===== config.mk =====
export PLATFORM = sky130hd
export DESIGN_NAME = dispc_regfile
export DESIGN_NICKNAME = d
export VERILOG_FILES = /design/src/rtl/dpc_pkg.sv /design/src/rtl/dpc_field_reg.sv /design/src/rtl/dpc_size_reg.sv /design/src/rtl/dpc_irq_unit.sv /design/src/rtl/dispc_regfile.sv
export SDC_FILE = /design/constraint.sdc
export NUM_CORES = 1
export LEC_CHECK = 0
export BUFFER_PORTS_ARGS = -buffer_cell sky130_fd_sc_hd__buf_2
export CORE_ASPECT_RATIO = 0.9
export CORE_MARGIN = 1.5
export CORE_UTILIZATION = 50
export CTS_CLUSTER_DIAMETER = 40
export DETAILED_ROUTE_END_ITERATION = 7
export PLACE_DENSITY = 0.79
export SYNTH_ARGS = -nofsm -noshare
export SYNTH_HDL_FRONTEND = slang
export SYNTH_SLANG_ARGS = --single-unit

===== constraint.sdc =====
create_clock -name clk -period 2.7 [get_ports clk]
set_input_delay 0.135 -clock clk [delete_from_list [all_inputs] [get_ports clk]]
set_output_delay 0.135 -clock clk [all_outputs]
set_load 0.01 [all_outputs]

===== src/rtl/dpc_pkg.sv =====
package dpc_pkg;

  localparam int DATA_W = 32;

  // Word indices (byte offset / 4)
  localparam int W_ID      = 0;
  localparam int W_SYSCFG  = 1;
  localparam int W_SYSSTAT = 2;
  localparam int W_ISTAT   = 3;
  localparam int W_IEN     = 4;
  localparam int W_CTRL    = 5;
  localparam int W_CONFIG  = 6;
  localparam int W_CAPS    = 7;
  localparam int W_BG0     = 8;
  localparam int W_BG1     = 9;
  localparam int W_KEY0    = 10;
  localparam int W_KEY1    = 11;
  localparam int W_LINE    = 12;
  localparam int W_LSTAT   = 13;
  localparam int W_TIMH    = 14;
  localparam int W_TIMV    = 15;
  localparam int W_POL     = 16;
  localparam int W_DIV     = 17;
  localparam int W_SZDIG   = 18;
  localparam int W_SZLCD   = 19;
  localparam int W_SZGFX   = 20;
  localparam int W_POS     = 21;
  localparam int W_BASE0   = 22;
  localparam int W_BASE1   = 23;
  localparam int W_TABLE   = 24;
  localparam int W_ATTR    = 25;
  localparam int W_THR     = 26;
  localparam int W_FIFO    = 27;
  localparam int W_ROW     = 28;
  localparam int W_PIX     = 29;
  localparam int W_SKIP    = 30;

  typedef enum logic [2:0] {
    KIND_NONE,
    KIND_PLAIN,
    KIND_CONST,
    KIND_SIZE,
    KIND_ISTAT,
    KIND_IEN
  } word_kind_e;

  function automatic word_kind_e word_kind(input int w);
    case (w)
      W_ID, W_SYSSTAT, W_LSTAT, W_FIFO: word_kind = KIND_CONST;
      W_ISTAT:                          word_kind = KIND_ISTAT;
      W_IEN:                            word_kind = KIND_IEN;
      W_SZDIG, W_SZLCD, W_SZGFX:        word_kind = KIND_SIZE;
      W_SYSCFG, W_CTRL, W_CONFIG, W_CAPS,
      W_BG0, W_BG1, W_KEY0, W_KEY1, W_LINE,
      W_TIMH, W_TIMV, W_POL, W_DIV, W_POS,
      W_BASE0, W_BASE1, W_TABLE, W_ATTR, W_THR,
      W_ROW, W_PIX, W_SKIP:             word_kind = KIND_PLAIN;
      default:                          word_kind = KIND_NONE;
    endcase
  endfunction

  // Bits a write keeps, per plain word
  function automatic logic [DATA_W-1:0] word_mask(input int w);
    case (w)
      W_SYSCFG:                     word_mask = 32'h0000_301B;
      W_CTRL:                       word_mask = 32'h07FF_9FFF;
      W_CONFIG:                     word_mask = 32'h0000_3FFF;
      W_CAPS:                       word_mask = 32'h0000_03FF;
      W_BG0, W_BG1, W_KEY0, W_KEY1: word_mask = 32'h00FF_FFFF;
      W_LINE:                       word_mask = 32'h0000_07FF;
      W_TIMH, W_TIMV:               word_mask = 32'h0FF0_FF3F;
      W_POL:                        word_mask = 32'h0003_FFFF;
      W_DIV:                        word_mask = 32'h00FF_00FF;
      W_POS:                        word_mask = 32'h07FF_07FF;
      W_ATTR:                       word_mask = 32'h0000_07FF;
      W_THR:                        word_mask = 32'h01FF_01FF;
      default:                      word_mask = 32'hFFFF_FFFF;
    endcase
  endfunction

  // Reset value, also the fixed value of constant words
  function automatic logic [DATA_W-1:0] word_rst(input int w);
    case (w)
      W_ID:         word_rst = 32'h0000_0020;
      W_SYSSTAT:    word_rst = 32'h0000_0001;
      W_CAPS:       word_rst = 32'h0000_0161;
      W_LSTAT:      word_rst = 32'h0000_07FF;
      W_FIFO:       word_rst = 32'h0000_0100;
      W_ROW, W_PIX: word_rst = 32'h0000_0001;
      default:      word_rst = '0;
    endcase
  endfunction

endpackage


===== src/rtl/dpc_field_reg.sv =====
module dpc_field_reg #(
  parameter logic [31:0] MASK = 32'hFFFF_FFFF,
  parameter logic [31:0] RST  = 32'h0
) (
  input  logic        clk,
  input  logic        rst_n,
  input  logic        soft_rst,
  input  logic        we,
  input  logic [31:0] wdata,
  output logic [31:0] q
);
  // A write to this word wins over a soft reset in the same cycle
  always_ff @(posedge clk or negedge rst_n) begin
    if (!rst_n)        q <= RST;
    else if (we)       q <= wdata & MASK;
    else if (soft_rst) q <= RST;
  end
endmodule


===== src/rtl/dpc_size_reg.sv =====
module dpc_size_reg #(
  parameter int FW = 11
) (
  input  logic          clk,
  input  logic          rst_n,
  input  logic          soft_rst,
  input  logic          we,
  input  logic [FW-1:0] wdata_x,
  input  logic [FW-1:0] wdata_y,
  output logic [31:0]   rdata
);
  localparam int CW = FW + 1;
  localparam logic [CW-1:0] ONE = CW'(1);

  // Counts are kept as true counts (field + 1)
  logic [CW-1:0] cnt_x, cnt_y;
  logic [CW-1:0] fx, fy;

  always_ff @(posedge clk or negedge rst_n) begin
    if (!rst_n) begin
      cnt_x <= ONE;
      cnt_y <= ONE;
    end else if (soft_rst) begin
      cnt_x <= ONE;
      cnt_y <= ONE;
    end else if (we) begin
      cnt_x <= {1'b0, wdata_x} + ONE;
      cnt_y <= {1'b0, wdata_y} + ONE;
    end
  end

  always_comb begin
    fx = cnt_x - ONE;
    fy = cnt_y - ONE;
    rdata = '0;
    rdata[FW-1:0]  = fx[FW-1:0];
    rdata[16 +: FW] = fy[FW-1:0];
  end
endmodule


===== src/rtl/dpc_irq_unit.sv =====
module dpc_irq_unit #(
  parameter int IRQ_W = 16
) (
  input  logic             clk,
  input  logic             rst_n,
  input  logic             soft_rst,
  input  logic [IRQ_W-1:0] evt_set,
  input  logic             clr_we,
  input  logic [IRQ_W-1:0] clr_mask,
  input  logic             en_we,
  input  logic [IRQ_W-1:0] en_wdata,
  output logic [IRQ_W-1:0] status,
  output logic [IRQ_W-1:0] enable,
  output logic             irq
);
  logic [IRQ_W-1:0] clr_eff;

  assign clr_eff = clr_we ? clr_mask : '0;

  always_ff @(posedge clk or negedge rst_n) begin
    if (!rst_n) begin
      status <= '0;
      enable <= '0;
    end else if (soft_rst) begin
      status <= '0;
      enable <= '0;
    end else begin
      // set after clear: an event beats a same-cycle clear
      status <= (status & ~clr_eff) | evt_set;
      if (en_we) enable <= en_wdata;
    end
  end

  assign irq = |(status & enable);
endmodule


===== src/rtl/dispc_regfile.sv =====
module dispc_regfile
  import dpc_pkg::*;
#(
  parameter int ADDR_W = 8,
  parameter int IRQ_W  = 16,
  parameter int SIZE_FW = 11
) (
  input  logic              clk,
  input  logic              rst_n,
  input  logic              req_valid,
  input  logic              req_write,
  input  logic [ADDR_W-1:0] req_addr,
  input  logic [3:0]        req_be,
  input  logic [31:0]       req_wdata,
  output logic              rsp_valid,
  output logic [31:0]       rsp_rdata,
  output logic              rsp_err,
  input  logic [IRQ_W-1:0]  evt_set,
  output logic              irq,
  output logic              lcd_en,
  output logic              dig_en
);
  localparam int WORD_AW   = ADDR_W - 2;
  localparam int NUM_WORDS = 2 ** WORD_AW;

  logic [WORD_AW-1:0] idx;
  logic               full_word, aligned, mapped, ok, wr_ok, soft_rst;
  logic [31:0]        rd_words [NUM_WORDS];
  logic [IRQ_W-1:0]   irq_status, irq_enable;

  assign idx       = req_addr[ADDR_W-1:2];
  assign full_word = (req_be == 4'hF);
  assign aligned   = (req_addr[1:0] == 2'b00);
  assign mapped    = aligned && (word_kind(int'(idx)) != KIND_NONE);
  assign ok        = full_word && mapped;
  assign wr_ok     = req_valid && req_write && ok;
  assign soft_rst  = wr_ok && (idx == WORD_AW'(W_SYSCFG)) && req_wdata[1];

  dpc_irq_unit #(.IRQ_W(IRQ_W)) u_irq (
    .clk      (clk),
    .rst_n    (rst_n),
    .soft_rst (soft_rst),
    .evt_set  (evt_set),
    .clr_we   (wr_ok && (idx == WORD_AW'(W_ISTAT))),
    .clr_mask (req_wdata[IRQ_W-1:0]),
    .en_we    (wr_ok && (idx == WORD_AW'(W_IEN))),
    .en_wdata (req_wdata[IRQ_W-1:0]),
    .status   (irq_status),
    .enable   (irq_enable),
    .irq      (irq)
  );

  for (genvar w = 0; w < NUM_WORDS; w++) begin : g_word
    localparam word_kind_e K = word_kind(w);
    if (K == KIND_PLAIN) begin : g_plain
      logic we_w;
      assign we_w = wr_ok && (idx == WORD_AW'(w));
      dpc_field_reg #(.MASK(word_mask(w)), .RST(word_rst(w))) u_reg (
        .clk      (clk),
        .rst_n    (rst_n),
        .soft_rst (soft_rst),
        .we       (we_w),
        .wdata    (req_wdata),
        .q        (rd_words[w])
      );
    end else if (K == KIND_SIZE) begin : g_size
      logic we_w;
      assign we_w = wr_ok && (idx == WORD_AW'(w));
      dpc_size_reg #(.FW(SIZE_FW)) u_size (
        .clk      (clk),
        .rst_n    (rst_n),
        .soft_rst (soft_rst),
        .we       (we_w),
        .wdata_x  (req_wdata[SIZE_FW-1:0]),
        .wdata_y  (req_wdata[16 +: SIZE_FW]),
        .rdata    (rd_words[w])
      );
    end else if (K == KIND_CONST) begin : g_const
      assign rd_words[w] = word_rst(w);
    end else if (K == KIND_ISTAT) begin : g_istat
      assign rd_words[w] = 32'(irq_status);
    end else if (K == KIND_IEN) begin : g_ien
      assign rd_words[w] = 32'(irq_enable);
    end else begin : g_none
      assign rd_words[w] = '0;
    end
  end

  assign lcd_en = rd_words[W_CTRL][0];
  assign dig_en = rd_words[W_CTRL][1];

  always_ff @(posedge clk or negedge rst_n) begin
    if (!rst_n) begin
      rsp_valid <= 1'b0;
      rsp_rdata <= '0;
      rsp_err   <= 1'b0;
    end else begin
      rsp_valid <= req_valid;
      rsp_err   <= req_valid && !ok;
      rsp_rdata <= (req_valid && !req_write && ok) ? rd_words[idx] : '0;
    end
  end
endmodule


## Word level (Yosys, flattened, before mapping)

Memories as Yosys holds them, arrays and structs flattened.
Index checks and enable logic that the tools add are counted.

- Output and inout port bits: 37
- Memories: 1
- Bits in registers: 836
- Bits in read-only memories: 96
- Logic and storage cells: 188

- Eq/ne operators: 28
- Muxes and demuxes: 46
- Bitwise gates (word level): 5
- Reductions and logical operators: 66
- $add $sub $neg: 8
- Magnitude comparators: 1

Memories:

| memory | words | width | read ports | clocked after Yosys merged registers in | write ports | RTL line | text |
|---|---|---|---|---|---|---|---|
| (no name shown) | 32 | 3 | 1 | 0 | 0 | dpc_pkg.sv:48 | `case (w)` |

Operator list:

| cell | number |
|---|---|
| 32-bit two-way mux | 28 |
| 32-bit binary-select mux with 6-bit select | 1 |
| 11-bit two-way mux | 12 |
| 6-bit by 5-bit == test with 1-bit output (second input constant) | 14 |
| 11-bit by 1-bit subtractor with 11-bit output (second input constant) | 6 |
| 16-bit two-way mux | 4 |
| 2-bit nonzero test | 26 |
| 6-bit by 4-bit == test with 1-bit output (second input constant) | 7 |
| 1-bit logical AND | 35 |
| 16-bit bitwise AND | 2 |
| 6-bit by 3-bit == test with 1-bit output (second input constant) | 4 |
| 11-bit by 1-bit adder with 11-bit output (second input constant) | 2 |
| 16-bit NOT | 1 |
| 16-bit OR | 1 |
| 16-bit OR reduction | 1 |
| 7-bit >= comparator (second input constant) | 1 |
| 6-bit NOT with 7-bit output | 1 |
| 6-bit by 1-bit == test with 1-bit output (second input constant) | 1 |
| 6-bit by 2-bit == test with 1-bit output (second input constant) | 1 |
| 4-bit == test (second input constant) | 1 |
| 3-bit two-way mux | 1 |
| 3-bit nonzero test | 1 |
| 1-bit logical NOT | 2 |
| 2-bit logical NOT | 1 |

## Logic depth before layout (Yosys ltp)

Gate-level depths: netlist (run 1).
An unclocked memory read counts as a cell.

- Word-level depth: 12
- Mapped depth: 9

## Hierarchy

A second synthesis (run 1) with hierarchy kept.

- Cell total of the unflattened synthesis: 2918
- Area total of the unflattened synthesis: 34182.8 sq um

By module, submodules not included:

| module | times used | area each (sq um) | cells an instance |
|---|---|---|---|
| dispc_regfile | 1 | 8333.0 | 864 |
| dpc_size_reg | 3 | 1686.6 | 198 |
| dpc_field_reg (g_word[22].g_plain.u_reg ...) | 4 | 1173.6 | 72 |
| dpc_field_reg (g_word[10].g_plain.u_reg ...) | 4 | 963.4 | 63 |
| dpc_field_reg (g_word[14].g_plain.u_reg ...) | 3 | 853.3 | 60 |
| dpc_field_reg (g_word[28].g_plain.u_reg ...) | 2 | 1178.6 | 74 |
| dpc_field_reg (g_word[16].g_plain.u_reg ...) | 2 | 774.5 | 55 |
| dpc_irq_unit | 1 | 1387.6 | 128 |
| dpc_field_reg (g_word[12].g_plain.u_reg ...) | 2 | 555.5 | 47 |
| dpc_field_reg (g_word[5].g_plain.u_reg) | 1 | 973.4 | 64 |
| dpc_field_reg (g_word[17].g_plain.u_reg) | 1 | 719.4 | 53 |
| dpc_field_reg (g_word[6].g_plain.u_reg) | 1 | 630.6 | 50 |
| dpc_field_reg (g_word[7].g_plain.u_reg) | 1 | 540.5 | 53 |
| dpc_field_reg (g_word[1].g_plain.u_reg) | 1 | 412.9 | 40 |

## Least setup slack after synthesis (run 1)

OpenSTA, ideal clock, no wires.

- Kind: register to register
- Start point: register g_word[20].g_size.u_size.cnt_x[0]
- End point: register rsp_rdata[1]
- Stages on the path, launching flop included: 7
- Setup time: 0.132 ns
- Clock period less this slack: 1.983 ns
- Setup slack: 0.717 ns
- Arrival time: 1.852 ns
- Cells stage by stage: dfstp_2 -> inv_1 -> ha_1 -> inv_1 -> mux4_2 -> mux4_2 -> o2bb2ai_1

- Word-level cells in the longest chain between the ends: 5

RTL lines:

| what | RTL line | text |
|---|---|---|
| start, declared | dpc_size_reg.sv:16 | `logic [CW-1:0] cnt_x, cnt_y;` |
| start signal, assigned | dpc_size_reg.sv:27 | `cnt_x <= {1'b0, wdata_x} + ONE;` |
| 11-bit by 1-bit subtractor with 11-bit output | dpc_size_reg.sv:33 | `fx = cnt_x - ONE;` |
| 32-bit binary-select mux with 6-bit select | dispc_regfile.sv:100 | `rsp_rdata <= (req_valid && !req_write && ok) ? rd_words[idx] : '0;` |
| 32-bit two-way mux (not written as such) (2 in series) | dispc_regfile.sv:100 |  |
| 32-bit two-way mux | dispc_regfile.sv:100 |  |
| end signal, assigned | dispc_regfile.sv:100 |  |
| end, declared | dispc_regfile.sv:16 | `output logic [31:0] rsp_rdata,` |

No other way between the ends. The select of a mux whose other input is x is not followed.
A chain may end at the register's enable or synchronous reset.

## Worst setup path in the final report (run 1)

- Start point: input req_valid
- End point: register rsp_rdata[10]

- Word-level cells in the longest chain between the ends: 3

RTL lines:

| what | RTL line | text |
|---|---|---|
| start, declared | dispc_regfile.sv:10 | `input logic req_valid,` |
| 1-bit logical AND (2 in series) | dispc_regfile.sv:100 |  |
| 32-bit two-way mux | dispc_regfile.sv:100 |  |

No other way between the ends.

==> results.md, run 1 <==
* Die Area at 0.05904 sq mm
* Via count at 24576
* Critical Path Start: req_valid
* Most frequent cells in the layout: dfrtp_1, a22o_1, nand2_1
* Iter 0 DRT Violations at 3355
* Reg2reg end: rsp_rdata[10]
* Max Clk Rate at 414.6 MHz
* CP arrival at 2880 ps
* Synth warn at 0
* Port bufs at 100
* Power per Cell Area at 646.1 mW/mm^2
* Final min period at 2412 ps
* Core area at 0.05701 sq mm
* Largest net degree at the start of global routing at 116
* Max Slew Vio Count at 0
* Worst Hold Class: in -> reg
* Crit path kind: in -> reg
* Area growth, synth to finish at 18.43%
* Post-synth top area cell: dfrtp_1
* Root Buffer: clkbuf_16
* Vias per cell at 7.026
* Clock Path Buffers at 3
* Clock Skew at 26.74 ps
* Final Cycle Share at 0.8934
* Outcome: completed
* Worst endpoint required time at 3170 ps
* Final hold violations at 0
* Slew headroom at 0.1404
* EDFF count, synth at 0
* Leakage at 15.60 nW
* Post-Synthesis Cells at 2533
* Synth area leaders: dfrtp_1, a22o_1, mux4_2, mux2i_1, nand2_1
* Crit path max fanout at 15
* Setup-failing EPs final at 0
* Commonest non-fill, non-tap cell in the layout: dfrtp_1
* R2R depth at 7
* Dpl hpwl at 73020 um
* Worst-path clk slew at 60 ps
* Predominant post-synthesis flop cell: dfrtp_1
* Clock Sinks at 615
* Worst Setup EP: rsp_rdata[10]
* Starting Density at 0.5050
* Post-layout net count at 2738
* R2R setup slack at 330 ps
* Drt total wl at 110300 um
* RR Startpoint: g_word[18].g_size.u_size.cnt_x[1]
* Placer Congestion at 0.9878
* Async S/R FF share, synth at 1.000
* Fin Hold WS at 27.02 ps
* Clk Latency, worst-skew pair at 640 ps
* Global-route wire length before repair at 163500 um
* Fraction of layout cells with a size suffix above 1 at 0.2050
* Syn_area_per_cell at 11.37 sq um
* CTS tree: built
* Initial DRT Pass Iterations at 8
* Buffer count from post-CTS setup fixing at 0
* Yosys top cell area share at 0.5241
* Initial antenna violation count at 3
* CP Capture Type: flip-flop
* Die width at 256.0 um
* Chip height at 230.7 um
* Worst VDD drop at 0.0005520 V
* Cell Area, Synth at 0.02879 sq mm
* Num rows at 83
* Number of synthesized register bits at 615
* DR DRC count at 0
* # IOs at 101
* Setup crit start kind: primary input
* Antenna-violating nets left at 0
* Per-cell routed wire length at 31.53 um
* H-tree Lvls at 3
* Vias in the first global route at 24058
* CTS Buf Count at 81
* RSZ-0062 raised after global routing: false
* Synth cell types at 81
* Setup TNS at 0 ps
* Max-cap violations at 0
* Grt ovf at 0
* Mapped Nets at 2605
* Worst Tran Pin Value at 1285 ps
* GRT Total Usage at 0.3725
* Post-synthesis sequential area ratio at 0.5350
-- flip-flops by register name, summed over array words and instances (netlist names) --
signal                      cells
g_word.g_plain.u_reg.q        483
g_word.g_size.u_size.cnt_x     33
g_word.g_size.u_size.cnt_y     33
rsp_err                         1
rsp_rdata                      32
rsp_valid                       1
u_irq.enable                   16
u_irq.status                   16
-- Yosys cell counts, drive strengths merged, types with 5 or more instances --
library cell  count
nor2b            15
a22oi            21
mux2             25
ha                8
nor3             32
nand2b           14
and3              7
nand4            12
or4               5
o2bb2ai          10
inv              26
o21ai           101
xnor2            36
o211a             6
o211ai           28
a211oi           19
a31oi            18
o221ai           12
a221oi           13
nor2            101
clkbuf          154
a22o            478
o22ai            15
o32ai            14
nand2           186
dfrtp           603
nand4b            5
mux4             42
nor3b             8
o2111ai           7
nand3            76
dfstp            12
o221a             6
mux2i            74
a21oi           129
or2               8
xor2             25
buf             109
nor4             12
-- final cells by class --
class	count	area, sq um
fill	4509	22910
sequential	615	15400
multi-input combinational	1628	12280
timing repair buffer	313	2527
clock buffer	99	2186
tap	765	957.2
clock inverter	50	644.4
inverter	27	101.3
antenna	1	2.502
-- cells by family (layout without fill, tap and decap cells) --
logic type,Yosys count,after routing,share of synthesized area
muxes,141,141,0.06835
xor gates and xnor gates,61,61,0.01855
buffers and inverters,290,489,0.04358
and+or+nand+nor,502,502,0.08665
DFF,615,615,0.5350
AOI/OAI and AO/OA,916,916,0.2444
adders and majority gates,8,8,0.003476
other,0,1,0
-- per-stage QoR --
stage                       util  setup WS, ps  cell area, sq um  std cells  power (W)
after floorplan                -         716.7             28790       2533   0.009970
after global placement    0.5419         132.8             30900       3311    0.01073
after detailed placement  0.5419         151.9             30900       3311    0.01075
after CTS                 0.5981         367.6             34100       3497    0.02202
after global routing      0.5981         262.5             34100       3497    0.02252
final                     0.5981         287.8             34100       3498    0.02203
-- worst min path at each step --
| stage | startpoint | endpoint | cells after the start |
|---|---|---|---|
| after floorplan | rst_n | g_word[10].g_plain.u_reg.q[0] | 0 |
| final | req_wdata[24] | g_word[14].g_plain.u_reg.q[24] | 2 |
| after global routing | req_wdata[24] | g_word[14].g_plain.u_reg.q[24] | 2 |
| after global placement | rst_n | g_word[30].g_plain.u_reg.q[1] | 1 |
| after CTS | req_wdata[24] | g_word[26].g_plain.u_reg.q[24] | 2 |
| after detailed placement | rst_n | g_word[29].g_plain.u_reg.q[1] | 1 |
-- worst max-delay path, cell delays in order --
cell and delay, ps:
dlygate4sd3_1 530, buf_2 210, nand4b_1 190, or2_1 320
or3_1 800, o32ai_1 670
-- power breakdown --
part | switching (W) | total (W) | internal [W] | leakage, nW
sequential | 0.00000829 | 0.00924 | 0.00923 | 8.46
combinational | 0.00105 | 0.00144 | 0.000392 | 5.76
clock | 0.00443 | 0.0113 | 0.00691 | 1.38
total | 0.00549 | 0.0220 | 0.0165 | 15.6
-- routing by layer --
| layer | vias to the layer above | share of wire | track usage | routed length [um] |
|---|---|---|---|---|
| met2 | 1865 | 0.43 | 0.5307 | 46880 |
| met3 | 354 | 0.13 | 0.1234 | 14630 |
| li1 | 9853 | - | - | - |
| met4 | 6 | 0.044 | 0.1479 | 4860 |
| met1 | 12498 | 0.40 | 0.5252 | 43870 |
| met5 | - | 0.00036 | 0 | 40 |
-- what timing repair did --
item | in CTS | in global routing
gates resized for setup | 0 | 0
endpoints found under the hold margin | 389 | 0
hold buffers | 37 | 0
Power figures use the tool's default switching activity.
==> inputs of run 2 (changes only) <==
CTS_BUF_LIST = sky130_fd_sc_hd__clkbuf_16   (was default)
==> run 2 against run 1 <==
Final cell count about the same. Clock-buffer cell count down 17. Via count down 0.41%. Sequential share of layout area up 0.096 points. Setup slack about the same. Combinational power about the same. Sequential power about the same. Sequential cell count unchanged. Critical path depth down 2. Global-route usage up 0.097 points. Die area unchanged. Largest power group unchanged.
==> results.md, run 2 (same netlist as run 1, synthesis figures left out) <==
* Outcome: completed
* Vias in the first global route at 24059
* CTS Buf Count at 81
* Leakage at 15.61 nW
* Number of flip-flops under the largest register name at 483
* Placer Congestion at 0.9878
* R2R setup slack at 340 ps
* CP Capture Type: output pin
* Hold Path Cell Cnt at 2
* Root Buffer: clkbuf_16
* Final instance area at 0.03403 sq mm
* Power per Cell Area at 640.3 mW/mm^2
* Worst Hold Class: in -> reg
* Via count at 24476
* Setup ws final at 288.2 ps
* Worst-path clk slew at 60 ps
* RSZ-0062 raised after global routing: false
* CTS tree: built
* Reg2reg end: rsp_rdata[2]
* Biggest regs: g_word.g_plain.u_reg.q x483, g_word.g_size.u_size.cnt_x x33, g_word.g_size.u_size.cnt_y x33
* Crit path max fanout at 3
* Fraction of layout cells with a size suffix above 1 at 0.2024
* Switching part of the total at 0.2518
* Max Slew Vio Count at 0
* Multi-input gate area at 0.01228 sq mm
* Grt ovf at 0
* Worst Tran Pin Value at 1283 ps
* Antenna-violating nets left at 0
* Clock group share of total power at 0.510
* Clock Sinks at 615
* Sequential cell area at 0.01540 sq mm
* Setup crit start kind: flip-flop
* Internal power at 0.01630 W
* Area after DPL at 0.03090 sq mm
* Sink of the worst hold path: g_word[14].g_plain.u_reg.q[24]
* CP arrival at 2280 ps
* PostCTS Resize Cnt at 0
* Port bufs at 100
* Dpl hpwl at 73020 um
* Commonest non-fill, non-tap cell in the layout: dfrtp_1
* Chip height at 230.7 um
* Global-route wire length before repair at 163600 um
* Dpl cells at 3311
* Clk Latency, worst-skew pair at 650 ps
* N_diodes at 0
* Worst endpoint required time at 2570 ps
* Final hold violations at 0
* Per-cell routed wire length at 31.61 um
* RR Startpoint: g_word[20].g_size.u_size.cnt_x[0]
* DR DRC count at 0
* Comb pwr share at 0.066
* Vias per cell at 6.999
* Setup-failing EPs final at 0
* # IOs at 101
* Clock Skew at 24.09 ps
* Final Cycle Share at 0.8933
* H-tree Lvls at 3
* Clock Path Buffers at 3
* Most frequent cells in the layout: dfrtp_1, a22o_1, nand2_1
* Finished Layout Cells at 3497
* Starting Density at 0.5050
* Post-layout net count at 2738
* Register with the most flip-flops: g_word.g_plain.u_reg.q
* Setup TNS at 0 ps
* Slew headroom at 0.1415
* Die Area at 0.05904 sq mm
* Initial DRT Pass Iterations at 5
* Max Clk Rate at 414.6 MHz
* GRT Total Usage at 0.3735
* Core area at 0.05701 sq mm
* Die width at 256.0 um
* Max-cap violations at 0
* Iter 0 DRT Violations at 3521
* Critical Path Start: u_irq.status[8]
* Setup WS pre-CTS at 151.9 ps
* Final min period at 2412 ps
* Hold path startpoint: req_wdata[24]
* Num rows at 83
* Sw power at 0.005486 W
* Crit path kind: reg -> out
* Area growth, synth to finish at 18.18%
* Initial antenna violation count at 6
* Largest net degree at the start of global routing at 116
* Drt total wl at 110500 um
* R2R depth at 7
* Worst VDD drop at 0.0005516 V
* Sequential power share at 0.424
* Filler cells at 4520
## run 2: timing repair
action	4_1_cts	5_1_grt
endpoints found under the hold margin	389	0
hold buffers	37	0
setup buffers	0	0
## run 2: layer usage
metal / up-vias / track usage / wire, um
met1: 12396 / 0.5207 / 43510
met2: 1853 / 0.5287 / 46820
met3: 363 / 0.1292 / 14870
met5: - / 0 / 66
li1: 9854 / - / -
met4: 10 / 0.1611 / 5276
## run 2: how the worst max path moves through the flow
| stage | end | depth (start not counted) | slack [ps] |
|---|---|---|---|
| finish | irq | 4 | 290 |
| global route | rsp_rdata[4] | 7 | 250 |
| CTS | rsp_rdata[10] | 7 | 370 |
| detailed placement | rsp_rdata[0] | 9 | 150 |
| global placement | rsp_rdata[5] | 7 | 130 |
| floorplan | rsp_rdata[1] | 6 | 720 |
## run 2: area by class of cell
class	count	area share
Tap cell	765	0.02813
Clock buffer	82	0.06030
Sequential cell	615	0.4527
Inverter	27	0.002978
Timing Repair Buffer	313	0.07427
Clock inverter	67	0.02081
Multi-Input combinational cell	1628	0.3608
## run 2: critical path, cell delays in order, from the launching register on
cell and delay (ps):
dfrtp_1 430, a22o_1 210, a221oi_1 520, nand4_1 260
buf_2 220
## run 2: power by group through the flow
| stage | logic, W | clock network (W) | registers [W] |
|---|---|---|---|
| finish | 0.00144 | 0.0111 | 0.00924 |
| global route | 0.00149 | 0.0116 | 0.00924 |
| CTS | 0.00139 | 0.0111 | 0.00924 |
| detailed placement | 0.00134 | 0 | 0.00941 |
| global placement | 0.00133 | 0 | 0.00941 |
| floorplan | 0.000563 | 0 | 0.00941 |
## run 2: metrics by stage
| stage | power [W] | utilization | hold slack, ps |
|---|---|---|---|
| global route | 0.02228 | 0.5969 | 14.41 |
| detailed placement | 0.01075 | 0.5419 | 104.1 |
| floorplan | 0.009970 | - | -160.6 |
| global placement | 0.01073 | 0.5419 | 98.66 |
| CTS | 0.02177 | 0.5969 | 2.734 |
| finish | 0.02179 | 0.5969 | 13.37 |
